$ cat config.mk
export PLATFORM = sky130hd
export DESIGN_NAME = hbridge_gate_enc
export DESIGN_NICKNAME = d
export VERILOG_FILES = /design/src/rtl/hbg_pkg.sv /design/src/rtl/hbg_switch_map.sv /design/src/rtl/hbg_dead_timer.sv /design/src/rtl/hbridge_gate_enc.sv
export SDC_FILE = /design/constraint.sdc
export NUM_CORES = 1
export LEC_CHECK = 0
export ABC_AREA = 1
export CAP_MARGIN = 5
export CORE_MARGIN = 4
export CORE_UTILIZATION = 46
export CTS_CLUSTER_SIZE = 16
export DETAILED_ROUTE_END_ITERATION = 8
export PLACE_DENSITY = 0.69
export SETUP_SLACK_MARGIN = 0.2
export SLEW_MARGIN = 20
export SYNTH_ARGS = -nofsm -noshare
export SYNTH_HDL_FRONTEND = slang
export SYNTH_SLANG_ARGS = --single-unit
export TNS_END_PERCENT = 100
$ cat constraint.sdc
create_clock -name clk_i -period 1.85 [get_ports clk_i]
set_input_delay 0.37 -clock clk_i [delete_from_list [all_inputs] [get_ports clk_i]]
set_output_delay 0.37 -clock clk_i [all_outputs]
set_load 0.03 [all_outputs]
$ cat src/rtl/hbg_pkg.sv
package hbg_pkg;
  typedef enum logic [1:0] {
    DRV_OFF    = 2'd0,
    DRV_CHARGE = 2'd1,
    DRV_SLOW   = 2'd2,
    DRV_FAST   = 2'd3
  } drv_mode_e;

  typedef struct packed {
    drv_mode_e mode;
    logic      neg;
  } drv_req_t;

  typedef struct packed {
    logic hl;
    logic hr;
    logic ll;
    logic lr;
  } gate_t;
endpackage

$ cat src/rtl/hbg_switch_map.sv
module hbg_switch_map
  import hbg_pkg::*;
(
  input  drv_req_t req_i,
  output gate_t    gate_o
);
  always_comb begin
    gate_o = '0;
    unique case (req_i.mode)
      DRV_OFF:    gate_o = '0;
      DRV_CHARGE: gate_o = req_i.neg ? 4'b0110 : 4'b1001;
      DRV_SLOW:   gate_o = 4'b0011;
      DRV_FAST:   gate_o = req_i.neg ? 4'b1001 : 4'b0110;
      default:    gate_o = '0;
    endcase
  end
endmodule

$ cat src/rtl/hbg_dead_timer.sv
module hbg_dead_timer
  import hbg_pkg::*;
#(
  parameter int unsigned DEAD_CYC = 15
) (
  input  logic     clk_i,
  input  logic     rst_ni,
  input  drv_req_t req_i,
  output drv_req_t applied_nxt_o,
  output logic     gap_nxt_o
);
  localparam int unsigned CNT_W = (DEAD_CYC > 1) ? $clog2(DEAD_CYC) : 1;
  localparam logic [CNT_W-1:0] LOAD = CNT_W'(DEAD_CYC - 1);

  drv_req_t cur_q, cur_d, pend_q, pend_d;
  logic busy_q, busy_d;
  logic [CNT_W-1:0] cnt_q, cnt_d;

  always_comb begin
    cur_d  = cur_q;
    pend_d = pend_q;
    busy_d = busy_q;
    cnt_d  = cnt_q;
    if (!busy_q) begin
      if (req_i != cur_q) begin
        busy_d = 1'b1;
        pend_d = req_i;
        cnt_d  = LOAD;
      end
    end else if (req_i != pend_q) begin
      // late change: replace target, full gap again
      pend_d = req_i;
      cnt_d  = LOAD;
    end else if (cnt_q == '0) begin
      cur_d  = pend_q;
      busy_d = 1'b0;
    end else begin
      cnt_d = cnt_q - 1'b1;
    end
  end

  always_ff @(posedge clk_i or negedge rst_ni) begin
    if (!rst_ni) begin
      cur_q  <= drv_req_t'('0);
      pend_q <= drv_req_t'('0);
      busy_q <= 1'b0;
      cnt_q  <= '0;
    end else begin
      cur_q  <= cur_d;
      pend_q <= pend_d;
      busy_q <= busy_d;
      cnt_q  <= cnt_d;
    end
  end

  assign applied_nxt_o = cur_d;
  assign gap_nxt_o     = busy_d;


  gap_restart_chk: assert property (@(posedge clk_i) disable iff (!rst_ni)
    (busy_q && req_i != pend_q) |=> (busy_q && cnt_q == LOAD));


  gap_hold_chk: assert property (@(posedge clk_i) disable iff (!rst_ni)
    (busy_q && cnt_q != '0 && req_i == pend_q) |=> (busy_q && cur_q == $past(cur_q)));
endmodule

$ cat src/rtl/hbridge_gate_enc.sv
module hbridge_gate_enc
  import hbg_pkg::*;
#(
  parameter int unsigned DEAD_CYC = 15
) (
  input  logic       clk_i,
  input  logic       rst_ni,
  input  logic [1:0] mode_i,
  input  logic       dir_i,
  input  logic       disable_i,
  input  logic       therm_fault_i,
  output logic       hi_left_o,
  output logic       hi_right_o,
  output logic       lo_left_o,
  output logic       lo_right_o,
  output logic       fault_pull_o
);
  drv_req_t req, applied_nxt;
  logic     gap_nxt;
  gate_t    map_gate, gate_d, gate_q;
  logic     flag_q;

  assign req.mode = drv_mode_e'(mode_i);
  assign req.neg  = dir_i;

  hbg_dead_timer #(.DEAD_CYC(DEAD_CYC)) i_timer (
    .clk_i         (clk_i),
    .rst_ni        (rst_ni),
    .req_i         (req),
    .applied_nxt_o (applied_nxt),
    .gap_nxt_o     (gap_nxt)
  );

  hbg_switch_map i_map (
    .req_i  (applied_nxt),
    .gate_o (map_gate)
  );

  assign gate_d = (gap_nxt || disable_i || therm_fault_i) ? gate_t'('0) : map_gate;

  always_ff @(posedge clk_i or negedge rst_ni) begin
    if (!rst_ni) begin
      gate_q <= '0;
      flag_q <= 1'b0;
    end else begin
      gate_q <= gate_d;
      flag_q <= therm_fault_i;
    end
  end

  assign hi_left_o    = gate_q.hl;
  assign hi_right_o   = gate_q.hr;
  assign lo_left_o    = gate_q.ll;
  assign lo_right_o   = gate_q.lr;
  assign fault_pull_o = flag_q;


  no_shoot_left_chk: assert property (@(posedge clk_i) disable iff (!rst_ni)
    !(hi_left_o && lo_left_o));


  no_shoot_right_chk: assert property (@(posedge clk_i) disable iff (!rst_ni)
    !(hi_right_o && lo_right_o));


  no_direct_swap_chk: assert property (@(posedge clk_i) disable iff (!rst_ni)
    (gate_q != '0 && $past(gate_q) != '0) |-> (gate_q == $past(gate_q)));


  disable_off_chk: assert property (@(posedge clk_i) disable iff (!rst_ni)
    ($past(rst_ni) && $past(disable_i)) |-> (gate_q == '0));


  fault_off_chk: assert property (@(posedge clk_i) disable iff (!rst_ni)
    ($past(rst_ni) && $past(therm_fault_i)) |-> (gate_q == '0 && fault_pull_o));
endmodule

-- Yosys cells after proc, flatten, opt, wreduce, memory -nomap -nowiden
Cells that the tools add are included.
- input port bits: 7
- word-level logic and storage cells: 44
- output and inout port bits: 5
- register bits after elaboration: 16
- equal/unequal tests: 7
- add/subtract/negate cells: 1
- reduce and logical (&&, ||, !) cells: 7
- muxes and demuxes: 18
- operators by type and width (operator ; number):
    $mux W4 ; 7
    $mux W3 ; 6
    $pmux W4 S4 ; 1
    $ne A3 B3 Y1 ; 2
    $eq A2 B2 Y1 const B ; 2
    $logic_not A4 Y1 ; 1
    $mux W1 ; 4
    $reduce_and A2 Y1 ; 2
    $sub A4 B1 Y4 const B ; 1
    $ne A3 B3 Y1 const B ; 1
    $eq A2 B1 Y1 const B ; 1
    $logic_not A2 Y1 ; 1
    $logic_or A1 B1 Y1 ; 2
    $ne A2 B2 Y1 const B ; 1
    $reduce_bool A2 Y1 ; 1

-- Logic depth before layout (Yosys ltp)
Gate-level depths: netlist of the first run.
- depth in word-level cells: 7
- gate-level depth with buffers: 12
- gate-level depth less buffers: 12

-- Hierarchy
From an unflattened synthesis of the first run, not the netlist that was laid out.
- cell total of the unflattened synthesis: 119
- area total of the unflattened synthesis: 895.9 um2
- modules (own cells, without submodules) (module ; times used ; cells an instance ; area each (um2)):
    hbg_dead_timer ; 1 ; 91 ; 671.9
    hbridge_gate_enc ; 1 ; 16 ; 171.4
    hbg_switch_map ; 1 ; 12 ; 52.6

-- Least setup slack after synthesis of the first run
OpenSTA, ideal clock, no wires.
- path type: reg2reg
- start point: register i_timer.cnt_q[0]
- end point: register gate_q, in the netlist lo_left_o
- arrival: 1.280 ns
- slack: 0.493 ns
- required time: 1.773 ns
- cell stages (with the launch flop): 10
- setup time: 0.077 ns
- cell sequence: dfrtp_1 inv_1 ha_1 nand2_1 nand3b_4 nand2_4 inv_4 nor2_4 nand2_1 a21oi_1
- RTL lines (item ; line ; source):
    from (decl) ; hbg_dead_timer.sv:17 ; logic [CNT_W-1:0] cnt_q, cnt_d;
    from (signal assigned) ; hbg_dead_timer.sv:52 ; cnt_q <= cnt_d;
    to (signal assigned) ; hbridge_gate_enc.sv:46 ; gate_q <= gate_d;
    to (decl) ; hbridge_gate_enc.sv:20 ; gate_t map_gate, gate_d, gate_q;

==> results of run 1 <==
==> what timing repair did <==
item | in CTS | in global routing
buffers inserted | 0 | 1
resized for setup | 5 | 10
cloned | 0 | 0
endpoints found under the setup margin | 5 | 4
pin swaps | 0 | 4
hold buffers | 0 | 0
==> layer usage <==
metal	up-vias	global-route usage, %	wire (um)
li1	378	-	-
met1	328	17.9	762
met2	12	25.1	775
met3	5	3.44	81
met4	0	7.86	43
met5	-	0	0
==> flip-flops by register name, indices dropped and copies added, names as in the netlist <==
signal	flops
lo_left_o	1
i_timer.pend_q	3
hi_right_o	1
i_timer.cnt_q	4
i_timer.busy_q	1
i_timer.cur_q	3
fault_pull_o	1
hi_left_o	1
lo_right_o	1
==> layout make-up <==
| type | count | area, um2 |
|---|---|---|
| Fill cell | 161 | 654 |
| Multi-Input combinational cell | 74 | 433 |
| Sequential cell | 16 | 400 |
| Timing Repair Buffer | 17 | 156 |
| Inverter | 18 | 71.3 |
| Clock buffer | 4 | 36.3 |
| Tap cell | 25 | 31.3 |
==> Yosys cell counts, types with 2 or more instances <==
cell type / count
inv_2: 3
nand2_1: 32
o21ai_0: 3
nor2_1: 6
inv_1: 13
nand3b_1: 2
dfrtp_1: 16
o21ai_1: 3
nor2_4: 2
nand2_2: 6
nand3_1: 6
xnor2_1: 3
a21oi_1: 2
ha_1: 2
==> per-stage QoR <==
stage          util [%]  setup WS [ns]  total power (uW)  setup TNS (ns)
2_1_floorplan         -          0.493               493               0
3_3_place_gp       59.9        -0.0246               543         -0.0360
3_5_place_dp       59.9        -0.0522               549          -0.150
4_1_cts            61.5          0.255               790               0
5_1_grt            63.3          0.197               834               0
6_report           63.3          0.340               784               0
==> power by group through the flow <==
stage | Sequential, uW | Clock, uW | Combinational [uW]
CTS | 388 | 248 | 154
detailed placement | 395 | 0 | 154
finish | 389 | 235 | 160
floorplan | 393 | 0 | 99.6
global placement | 394 | 0 | 149
global route | 393 | 258 | 183
==> kinds of logic (layout without fill, tap and decap cells) <==
kind of cell | Yosys count | in the layout | share of synthesized area, %
compound gates | 10 | 10 | 6.20
xor+xnor | 3 | 3 | 2.96
fa+ha+maj | 2 | 2 | 2.82
buf+inv | 18 | 39 | 8.03
flops | 16 | 16 | 45.1
simple gates | 59 | 59 | 34.9
==> final timing paths <==
kind	slack, ns	start	end
worst min register to register	0.54	i_timer.pend_q[1]	i_timer.pend_q[1]
worst max-delay path	0.34	i_timer.cnt_q[1]	lo_right_o
max in group asynchronous	1.28	rst_ni	lo_right_o
worst min-delay path	0.38	rst_ni	i_timer.cnt_q[3]
worst max register to register	0.34	i_timer.cnt_q[1]	lo_right_o
min in group clk_i	0.40	dir_i	i_timer.pend_q[0]
==> results.yml, run 1 <==
route:
  routed_wirelength_mm: 1.66
  via_count: 723
  drc: 0
  viasPerCell: 4.69
  dr.pass1.iters: 4
  drt_iter0_drc: 19
  drtAntennaViolNets: 0
  wl_per_cell_um: 10.8
yosys:
  synth_edf_count: 0
  syn_nets: 117
  seq_area_frac_synth_pct: 45.1
  ys_warn_count: 0
  synth_cells: 108
  ys_ff_latch: 16
  synth_top_area_share_pct: 45.1
  synth_area_per_cell_um2: 8.23
  synthTopCellsByArea: "dfrtp_1 45%, nand2_1 14%, inv_1 5.5%"
  netlist.top_cell.by_area: "dfrtp_1"
  async_flop_share_pct: 100
  synthFlopType: "dfrtp_1"
  syn_area_um2: 888
  ys_types: 23
place:
  dpl_cell_area_um2: 1070
  dp.cells: 149
  dpl.hpwl_mm: 1.27
  routabilityCongestion: 0.819
  portBuffers: 11
outcome:
  status: "finished, final reports clean"
worst_setup_path:
  start_kind: "register"
  cp_num_buf_inv: 1
  arrival_ns: 1.73
  crit_path_top_delay_cell: "dfrtp_1"
  crit_required_ns: 2.07
  crit_path_end_kind: "register"
  critical_path.max_fanout: 5
  critical_path.most_common_cell: "nand2_1"
  crit_type: "reg2reg"
  cp.depth: 7
  r2r.worst_path.cells: 7
  slowest_delay_ns: 0.40
  cpLargestDelayFamily: "flip-flops"
  path_cells: "inv_1, ha_2, nand2_1, nand3b_4, o21ai_1, nand2_1, a21oi_1"
cells_and_area:
  layout.cells.non_filler: 154
  area_delta_synth_final_pct: 27.0
  drive_gt1_share_pct: 26.4
  post-route-cell-area_um2: 1130
  final_common_cell: "nand2_1"
  final_cell_mix: "28 x nand2_1, 16 x dfrtp_1, 12 x inv_1, 10 x nand2_2"
  fin_nets: 139
  antenna_cells: 0
clocking:
  cts_root_buffer: "clkbuf_4"
  cts_tree: "built"
  clk_path_buf_depth: 2
  cts_made_buffers: 3
  clock_latency_ns: 0.29
  clock-sinks: 16
  path_clk_slew_ns: 0.10
  htreeDepth: 1
pwr:
  ir_drop_mv: 0.436
  p_int_uw: 556
  switchingPower_uw: 227
  p_seq_share_pct: 49.6
  pwr-share-clk_pct: 30.0
  p_comb_share_pct: 20.4
  switching_share_pct: 29.0
  power_density_nw_per_um2: 695
  leakage_uw: 0.000607
die:
  die_area_um2: 2700
  die_h_um: 51.9
  io_pins: 12
  core-area_um2: 1780
  rows: 15
  initial_core_util_pct: 49.8
  die-width_um: 51.9
min_path:
  min_path_type: "in2async"
sta:
  relSlewSlack_pct: 79.6
  min_period_over_period_pct: 81.6
  fmax_mhz: 662
  rsz0062_at_grt: "false"
  clock_skew_ns: 0.00557
  finalSetupViolCount: 0
  timing.hold.ws_ns: 0.383
  hold_violations: 0
  worstMarginPinSlew_ns: 0.307
  period_needed_ns: 1.51
  final_max_slew_viol_count: 0
grt:
  grt_pass1_vias: 710
  grt_pass1_wl_mm: 2.98
  grt_use_total_pct: 15.1
  grt_antenna_before_repair: 0
  overflow: 0
  grt_max_degree: 17
flow_run:
  maxCapViolCount: 0
Power figures use the tool's default switching activity.
==> run 2: changes to the inputs <==
--- a/config.mk
+++ b/config.mk
@@ -11,7 +11,7 @@
 export CORE_UTILIZATION = 46
 export CTS_CLUSTER_SIZE = 16
 export DETAILED_ROUTE_END_ITERATION = 8
-export PLACE_DENSITY = 0.69
+export PLACE_DENSITY = 0.71
 export SETUP_SLACK_MARGIN = 0.2
 export SLEW_MARGIN = 20
 export SYNTH_ARGS = -nofsm -noshare
==> constraint.sdc (replaced) <==
create_clock -name clk_i -period 1.2 [get_ports clk_i]
set_input_delay 0.24 -clock clk_i [delete_from_list [all_inputs] [get_ports clk_i]]
set_output_delay 0.24 -clock clk_i [all_outputs]
set_load 0.03 [all_outputs]
==> run 2 against run 1 <==
Net effect:
- the flow now finishes with violations (setup timing)
- power increased by 61%
- combinational power increased by 130%
- worst hold slack got worse by 0.12 ns
- global-route usage increased by 3.7 points
- clock skew increased by 0.0068 ns
- clock power increased by 24%
- design area increased by 17%
- sequential power increased by 53%
- non-clock buffer count increased by 15
- first-iteration DRC count decreased by 53%
- highest routed layer unchanged
==> results.yml, run 2 (synthesis gave the netlist of run 1 again) <==
pwr:
  pwr-share-clk_pct: 23.1
  switchingPower_uw: 395
  switching_share_pct: 31.3
  p_comb_share_pct: 29.6
  leakage_uw: 0.000668
  p_seq_share_pct: 47.3
  ir_drop_mv: 0.872
  power_density_nw_per_um2: 955
  p_int_uw: 866
cells_and_area:
  area_delta_synth_final_pct: 48.6
  antenna_cells: 0
  largest_register_ffs: 4
  fin_nets: 154
  fillCellCount: 136
  biggestRegsByFlops: "i_timer.cnt_q: 4 flops, i_timer.cur_q: 3 flops, i_timer.pend_q: 3 flops"
  final_common_cell: "buf_4"
  regArea_um2: 400
  largest-register: "i_timer.cnt_q"
  final_util_pct: 74.0
  layout.cells.non_filler: 168
  drive_gt1_share_pct: 51.0
  multi_input_area_um2: 518
  final_cell_mix: "21 x buf_4, 19 x nand2_1, 16 x nand2_2, 16 x dfrtp_1, 9 x inv_1"
clocking:
  clock_latency_ns: 0.29
  path_clk_slew_ns: 0.10
  htreeDepth: 1
  cts_tree: "built"
  cts_made_buffers: 3
  cts_root_buffer: "clkbuf_4"
  clock-sinks: 16
  clk_path_buf_depth: 2
grt:
  grt_pass1_vias: 868
  grt_pass1_wl_mm: 3.67
  grt_antenna_before_repair: 0
  grt_max_degree: 17
  grt_use_total_pct: 18.8
  overflow: 0
sta:
  timing.hold.ws_ns: 0.265
  finalSetupViolCount: 15
  clock_skew_ns: 0.0124
  period_needed_ns: 1.46
  fmax_mhz: 683
  setup_slack_ns: -0.264
  hold_violations: 0
  relSlewSlack_pct: 83.5
  min_period_over_period_pct: 122
  worstMarginPinSlew_ns: 0.247
  final_max_slew_viol_count: 0
  rsz0062_at_grt: "true"
worst_setup_path:
  crit_path_end_kind: "register"
  cp-endpoint: "lo_left_o"
  slowest_delay_ns: 0.41
  crit_type: "reg2reg"
  critical_path.most_common_cell: "nand2_2"
  regToRegEndpoint: "lo_left_o"
  start_kind: "register"
  path_cells: "inv_2, nand2_2, nand2_2, nor2_4, nand3b_4, nand2_4, inv_6, nor2_4, nand2_2, a21oi_2"
  crit_required_ns: 1.43
  arrival_ns: 1.69
  r2r-start: "i_timer.pend_q[1]"
  r2r_slack_ns: -0.26
  crit_start: "i_timer.pend_q[1]"
  crit_path_top_delay_cell: "dfrtp_1"
  critical_path.max_fanout: 8
  r2r.worst_path.cells: 10
place:
  dp.cells: 161
  dpl.hpwl_mm: 1.45
  portBuffers: 11
  routabilityCongestion: 0.787
  post-place-ws_ns: -0.572
route:
  drc: 0
  drt_iter0_drc: 9
  drtAntennaViolNets: 0
  routed_wirelength_mm: 1.97
  dr.pass1.iters: 4
  via_count: 794
  viasPerCell: 4.73
  wl_per_cell_um: 11.7
outcome:
  status: "complete, but fails checks"
  violations: "setup timing"
die:
  rows: 15
  initial_core_util_pct: 49.8
  die_h_um: 51.9
  core-area_um2: 1780
  die-width_um: 51.9
  die_area_um2: 2700
  io_pins: 12
flow_run:
  maxCapViolCount: 0
min_path:
  min_path_type: "in2async"
## run 2: power groups by stage
| stage | Sequential (uW) | Clock [uW] | Combinational [uW] |
|---|---|---|---|
| 2_1_floorplan | 610 | 0 | 176 |
| 3_3_place_gp | 604 | 0 | 316 |
| 3_5_place_dp | 605 | 0 | 331 |
| 4_1_cts | 596 | 293 | 347 |
| 5_1_grt | 601 | 316 | 417 |
| 6_report | 597 | 291 | 373 |
## run 2: layout make-up
cell class / count / area share (%)
Tap cell: 25 / 2.37
Inverter: 18 / 5.88
Multi-Input combinational cell: 74 / 39.2
Sequential cell: 16 / 30.3
Timing Repair Buffer: 32 / 20.5
Clock buffer: 3 / 1.71
## run 2: worst min path at each step
stage | start | slack [ns] | end
after detailed placement | i_timer.pend_q[1] | 0.53 | i_timer.pend_q[1]
after CTS | rst_ni | 0.27 | i_timer.pend_q[1]
after floorplan | rst_ni | -0.06 | fault_pull_o
final | rst_ni | 0.26 | i_timer.cur_q[1]
after global routing | rst_ni | 0.27 | i_timer.pend_q[1]
after global placement | i_timer.pend_q[1] | 0.52 | i_timer.pend_q[1]
## run 2: metal layers
metal | share of wire [%] | up-vias | global-route usage [%]
met4 | 2.1 | 0 | 9.17
met5 | 0 | - | 0
met3 | 4.5 | 4 | 4.01
met2 | 49 | 13 | 32.0
li1 | - | 406 | -
met1 | 44 | 371 | 22.2
## run 2: stage by stage
stage	TNS, ns	cell area [um2]	power (uW)
global placement	-6.74	1180	920
detailed placement	-6.99	1180	936
floorplan	-0.425	922	786
CTS	-2.24	1260	1240
global route	-3.68	1320	1330
finish	-2.20	1320	1260
## run 2: timing repair
| item | in CTS | in global routing |
|---|---|---|
| endpoints found under the setup margin | 20 | 20 |
| pin swaps | 6 | 6 |
| endpoints found under the hold margin | 0 | 0 |
| buffers inserted | 1 | 3 |
| hold buffers | 0 | 0 |
| resized for setup | 22 | 11 |
## run 2: critical path: cells and delay by family (launching register included)
kind / cells / cell delay [ns]
and+or+nand+nor: 7 / 0.76
AOI/OAI and AO/OA: 1 / 0.11
DFF: 1 / 0.41
buffers and inverters: 2 / 0.11
==> run 3: changes to the inputs <==
--- a/config.mk
+++ b/config.mk
@@ -5,15 +5,14 @@
 export SDC_FILE = /design/constraint.sdc
 export NUM_CORES = 1
 export LEC_CHECK = 0
-export ABC_AREA = 1
 export CAP_MARGIN = 5
 export CORE_MARGIN = 4
 export CORE_UTILIZATION = 46
 export CTS_CLUSTER_SIZE = 16
 export DETAILED_ROUTE_END_ITERATION = 8
-export PLACE_DENSITY = 0.71
+export PLACE_DENSITY = 0.72
 export SETUP_SLACK_MARGIN = 0.2
-export SLEW_MARGIN = 20
+export SLEW_MARGIN = 0
 export SYNTH_ARGS = -nofsm -noshare
 export SYNTH_HDL_FRONTEND = slang
 export SYNTH_SLANG_ARGS = --single-unit
==> run 3 against run 2 <==
Net effect:
- worst hold slack better by 0.0028 ns
- critical path type unchanged
- power fell by 1.4%
- the run still ends with setup timing left
- global-route usage down 3.6 points
- largest cell class unchanged
- area after synthesis shrank 5.1%
- setup slack got worse by 0.24 ns
- combinational power down 16%
- largest power group unchanged
- count of clock-buffer cells in the layout rose by 1
==> results.yml, run 3 <==
outcome:
  status: "complete, but fails checks"
  violations: "setup timing"
yosys:
  ys_ff_latch: 16
  synth_area_per_cell_um2: 11.4
  synth_commonest_cells: "16 x dfrtp_1, 6 x xnor2_1, 6 x xor2_1"
  syn_nets: 83
  synth_xor_area_share_pct: 12.5
  muxShareOfSynthArea_pct: 11.6
  ys_warn_count: 0
  syn_area_um2: 843
  netlist.top_cell.by_area: "dfrtp_1"
  synth_fa_ha_area_share_pct: 2.97
  seq_area_frac_synth_pct: 47.5
  synth_top_family_by_area: "simple AND/OR/NAND/NOR gates"
  synthTopCellsByArea: "dfrtp_1 47%, mux2_2 6.7%, xnor2_1 6.2%"
  synth_most_common_cell: "dfrtp_1"
  synthFlopType: "dfrtp_1"
  ys_types: 31
  synthSimpleGateAreaFrac_pct: 13.4
  synth_top_area_share_pct: 47.5
  synth_cells: 74
  synth_edf_count: 0
  synth-compound-area-share_pct: 7.42
  async_flop_share_pct: 100
grt:
  overflow: 0
  grtUsageMet1_pct: 19.7
  met3_usage_pct: 3.21
  top_usage_layer: "met2"
  grt_pass1_wl_mm: 2.98
  grt_antenna_before_repair: 0
  grt_use_total_pct: 15.2
  grt_max_degree: 17
  grt_use_met2_pct: 25.9
  grt_pass1_vias: 696
route:
  routed_wirelength_mm: 1.70
  drc: 0
  via_count: 634
  wl_per_cell_um: 12.8
  drt_iter0_drc: 3
  viasPerCell: 4.77
  drtAntennaViolNets: 0
  dr.pass1.iters: 2
pwr:
  ir_drop_mv: 0.734
  finalPower_uw: 1240
  leakage_uw: 0.000608
  power_density_nw_per_um2: 973
sta:
  timing.hold.ws_ns: 0.267
  min_period_over_period_pct: 142
  hold_violations: 0
  setup_slack_ns: -0.507
  final_max_slew_viol_count: 0
  clock_skew_ns: 0.00140
  period_needed_ns: 1.71
  rsz0062_at_grt: "true"
  finalSetupViolCount: 15
  worstMarginPinSlew_ns: 0.328
  fmax_mhz: 586
  relSlewSlack_pct: 78.0
worst_setup_path:
  start_kind: "register"
  cpLargestDelayFamily: "simple AND/OR/NAND/NOR gates"
  crit_path_end_kind: "register"
  crit_path_top_delay_cell: "or4_4"
  cp_num_buf_inv: 0
  r2r_slack_ns: -0.51
  arrival_ns: 1.91
  critical_path.max_fanout: 4
  crit_type: "reg2reg"
  crit_required_ns: 1.40
  slowest_delay_ns: 0.54
  path_cells: "xor2_1, or4_4, a211o_1, a211oi_2"
clocking:
  cts_root_buffer: "clkbuf_4"
  htreeDepth: 1
  clock_latency_ns: 0.28
  cts_tree: "built"
  cts_made_buffers: 3
  path_clk_slew_ns: 0.09
  clk_path_buf_depth: 2
  clock-sinks: 16
place:
  dpl.hpwl_mm: 1.17
  dpl_cell_area_um2: 1100
  dp.cells: 124
  routabilityCongestion: 0.815
  post-place-ws_ns: -0.821
  portBuffers: 11
cells_and_area:
  biggestRegsByFlops: "i_timer.cnt_q: 4 flops, i_timer.cur_q: 3 flops, i_timer.pend_q: 3 flops"
  area_delta_synth_final_pct: 51.5
  fin_nets: 118
  drive_gt1_share_pct: 54.6
  final_common_cell: "buf_4"
  layout.cells.non_filler: 133
  largest_register_ffs: 4
  post-route-cell-area_um2: 1280
  antenna_cells: 0
  largest-register: "i_timer.cnt_q"
  final_cell_mix: "20 x buf_4, 15 x dfrtp_1, 8 x buf_6, 6 x xnor2_1, 6 x xor2_1"
die:
  die_h_um: 50.8
  rows: 15
  die-width_um: 50.8
  io_pins: 12
  core-area_um2: 1730
  initial_core_util_pct: 48.8
  die_area_um2: 2580
min_path:
  min_path_type: "in2async"
flow_run:
  maxCapViolCount: 0
[run 3: worst paths after layout]
kind                                  start                end  cells after the start
min in group clk_i                mode_i[0]  i_timer.pend_q[1]                      2
max in group asynchronous            rst_ni   i_timer.cur_q[1]                      2
hold reg to reg            i_timer.cnt_q[0]   i_timer.cnt_q[0]                      2
hold / removal                       rst_ni   i_timer.cnt_q[3]                      2
setup reg to reg           i_timer.cur_q[0]         lo_right_o                      4
setup / recovery           i_timer.cur_q[0]         lo_right_o                      4
[run 3: final cells by class]
cell class	instances	area, um2
timing repair buffer	34	298
clock buffer	4	36.3
fill	137	449
tap	25	31.3
sequential	16	402
multi-input combinational	50	495
inverter	4	15.0
[run 3: timing repair]
action	4_1_cts	5_1_grt
setup endpoints to repair	20	20
pin swaps	5	5
buffers inserted	3	2
gates resized for setup	22	9
endpoints found under the hold margin	0	0
hold buffers	0	0
[run 3: metal layers]
metal | up-vias | routed length, um
met5 | - | 0
met1 | 298 | 860
li1 | 323 | -
met2 | 11 | 770
met4 | 0 | 12
met3 | 2 | 60
[run 3: stage by stage]
step	util [%]	TNS (ns)
global route	74.0	-7.72
global placement	63.7	-10.84
finish	74.0	-6.36
floorplan	-	-6.55
detailed placement	63.7	-11.17
CTS	71.4	-6.62
[run 3: cells by family (layout without fill, tap and decap cells)]
family | count (synthesis) | in the layout
AO/OA/AOI/OAI | 9 | 9
XOR/XNOR | 12 | 12
adder cells (fa/ha/maj) | 2 | 2
buffers and inverters | 8 | 42
flip-flops | 16 | 16
multiplexers | 9 | 9
AND/OR/NAND/NOR | 18 | 18
[run 3: power breakdown]
group	leakage [uW]	switching, uW	internal, uW
clock network	0.0000210	166	184
logic	0.000395	136	176
registers	0.000192	16.5	564
total	0.000608	318	924
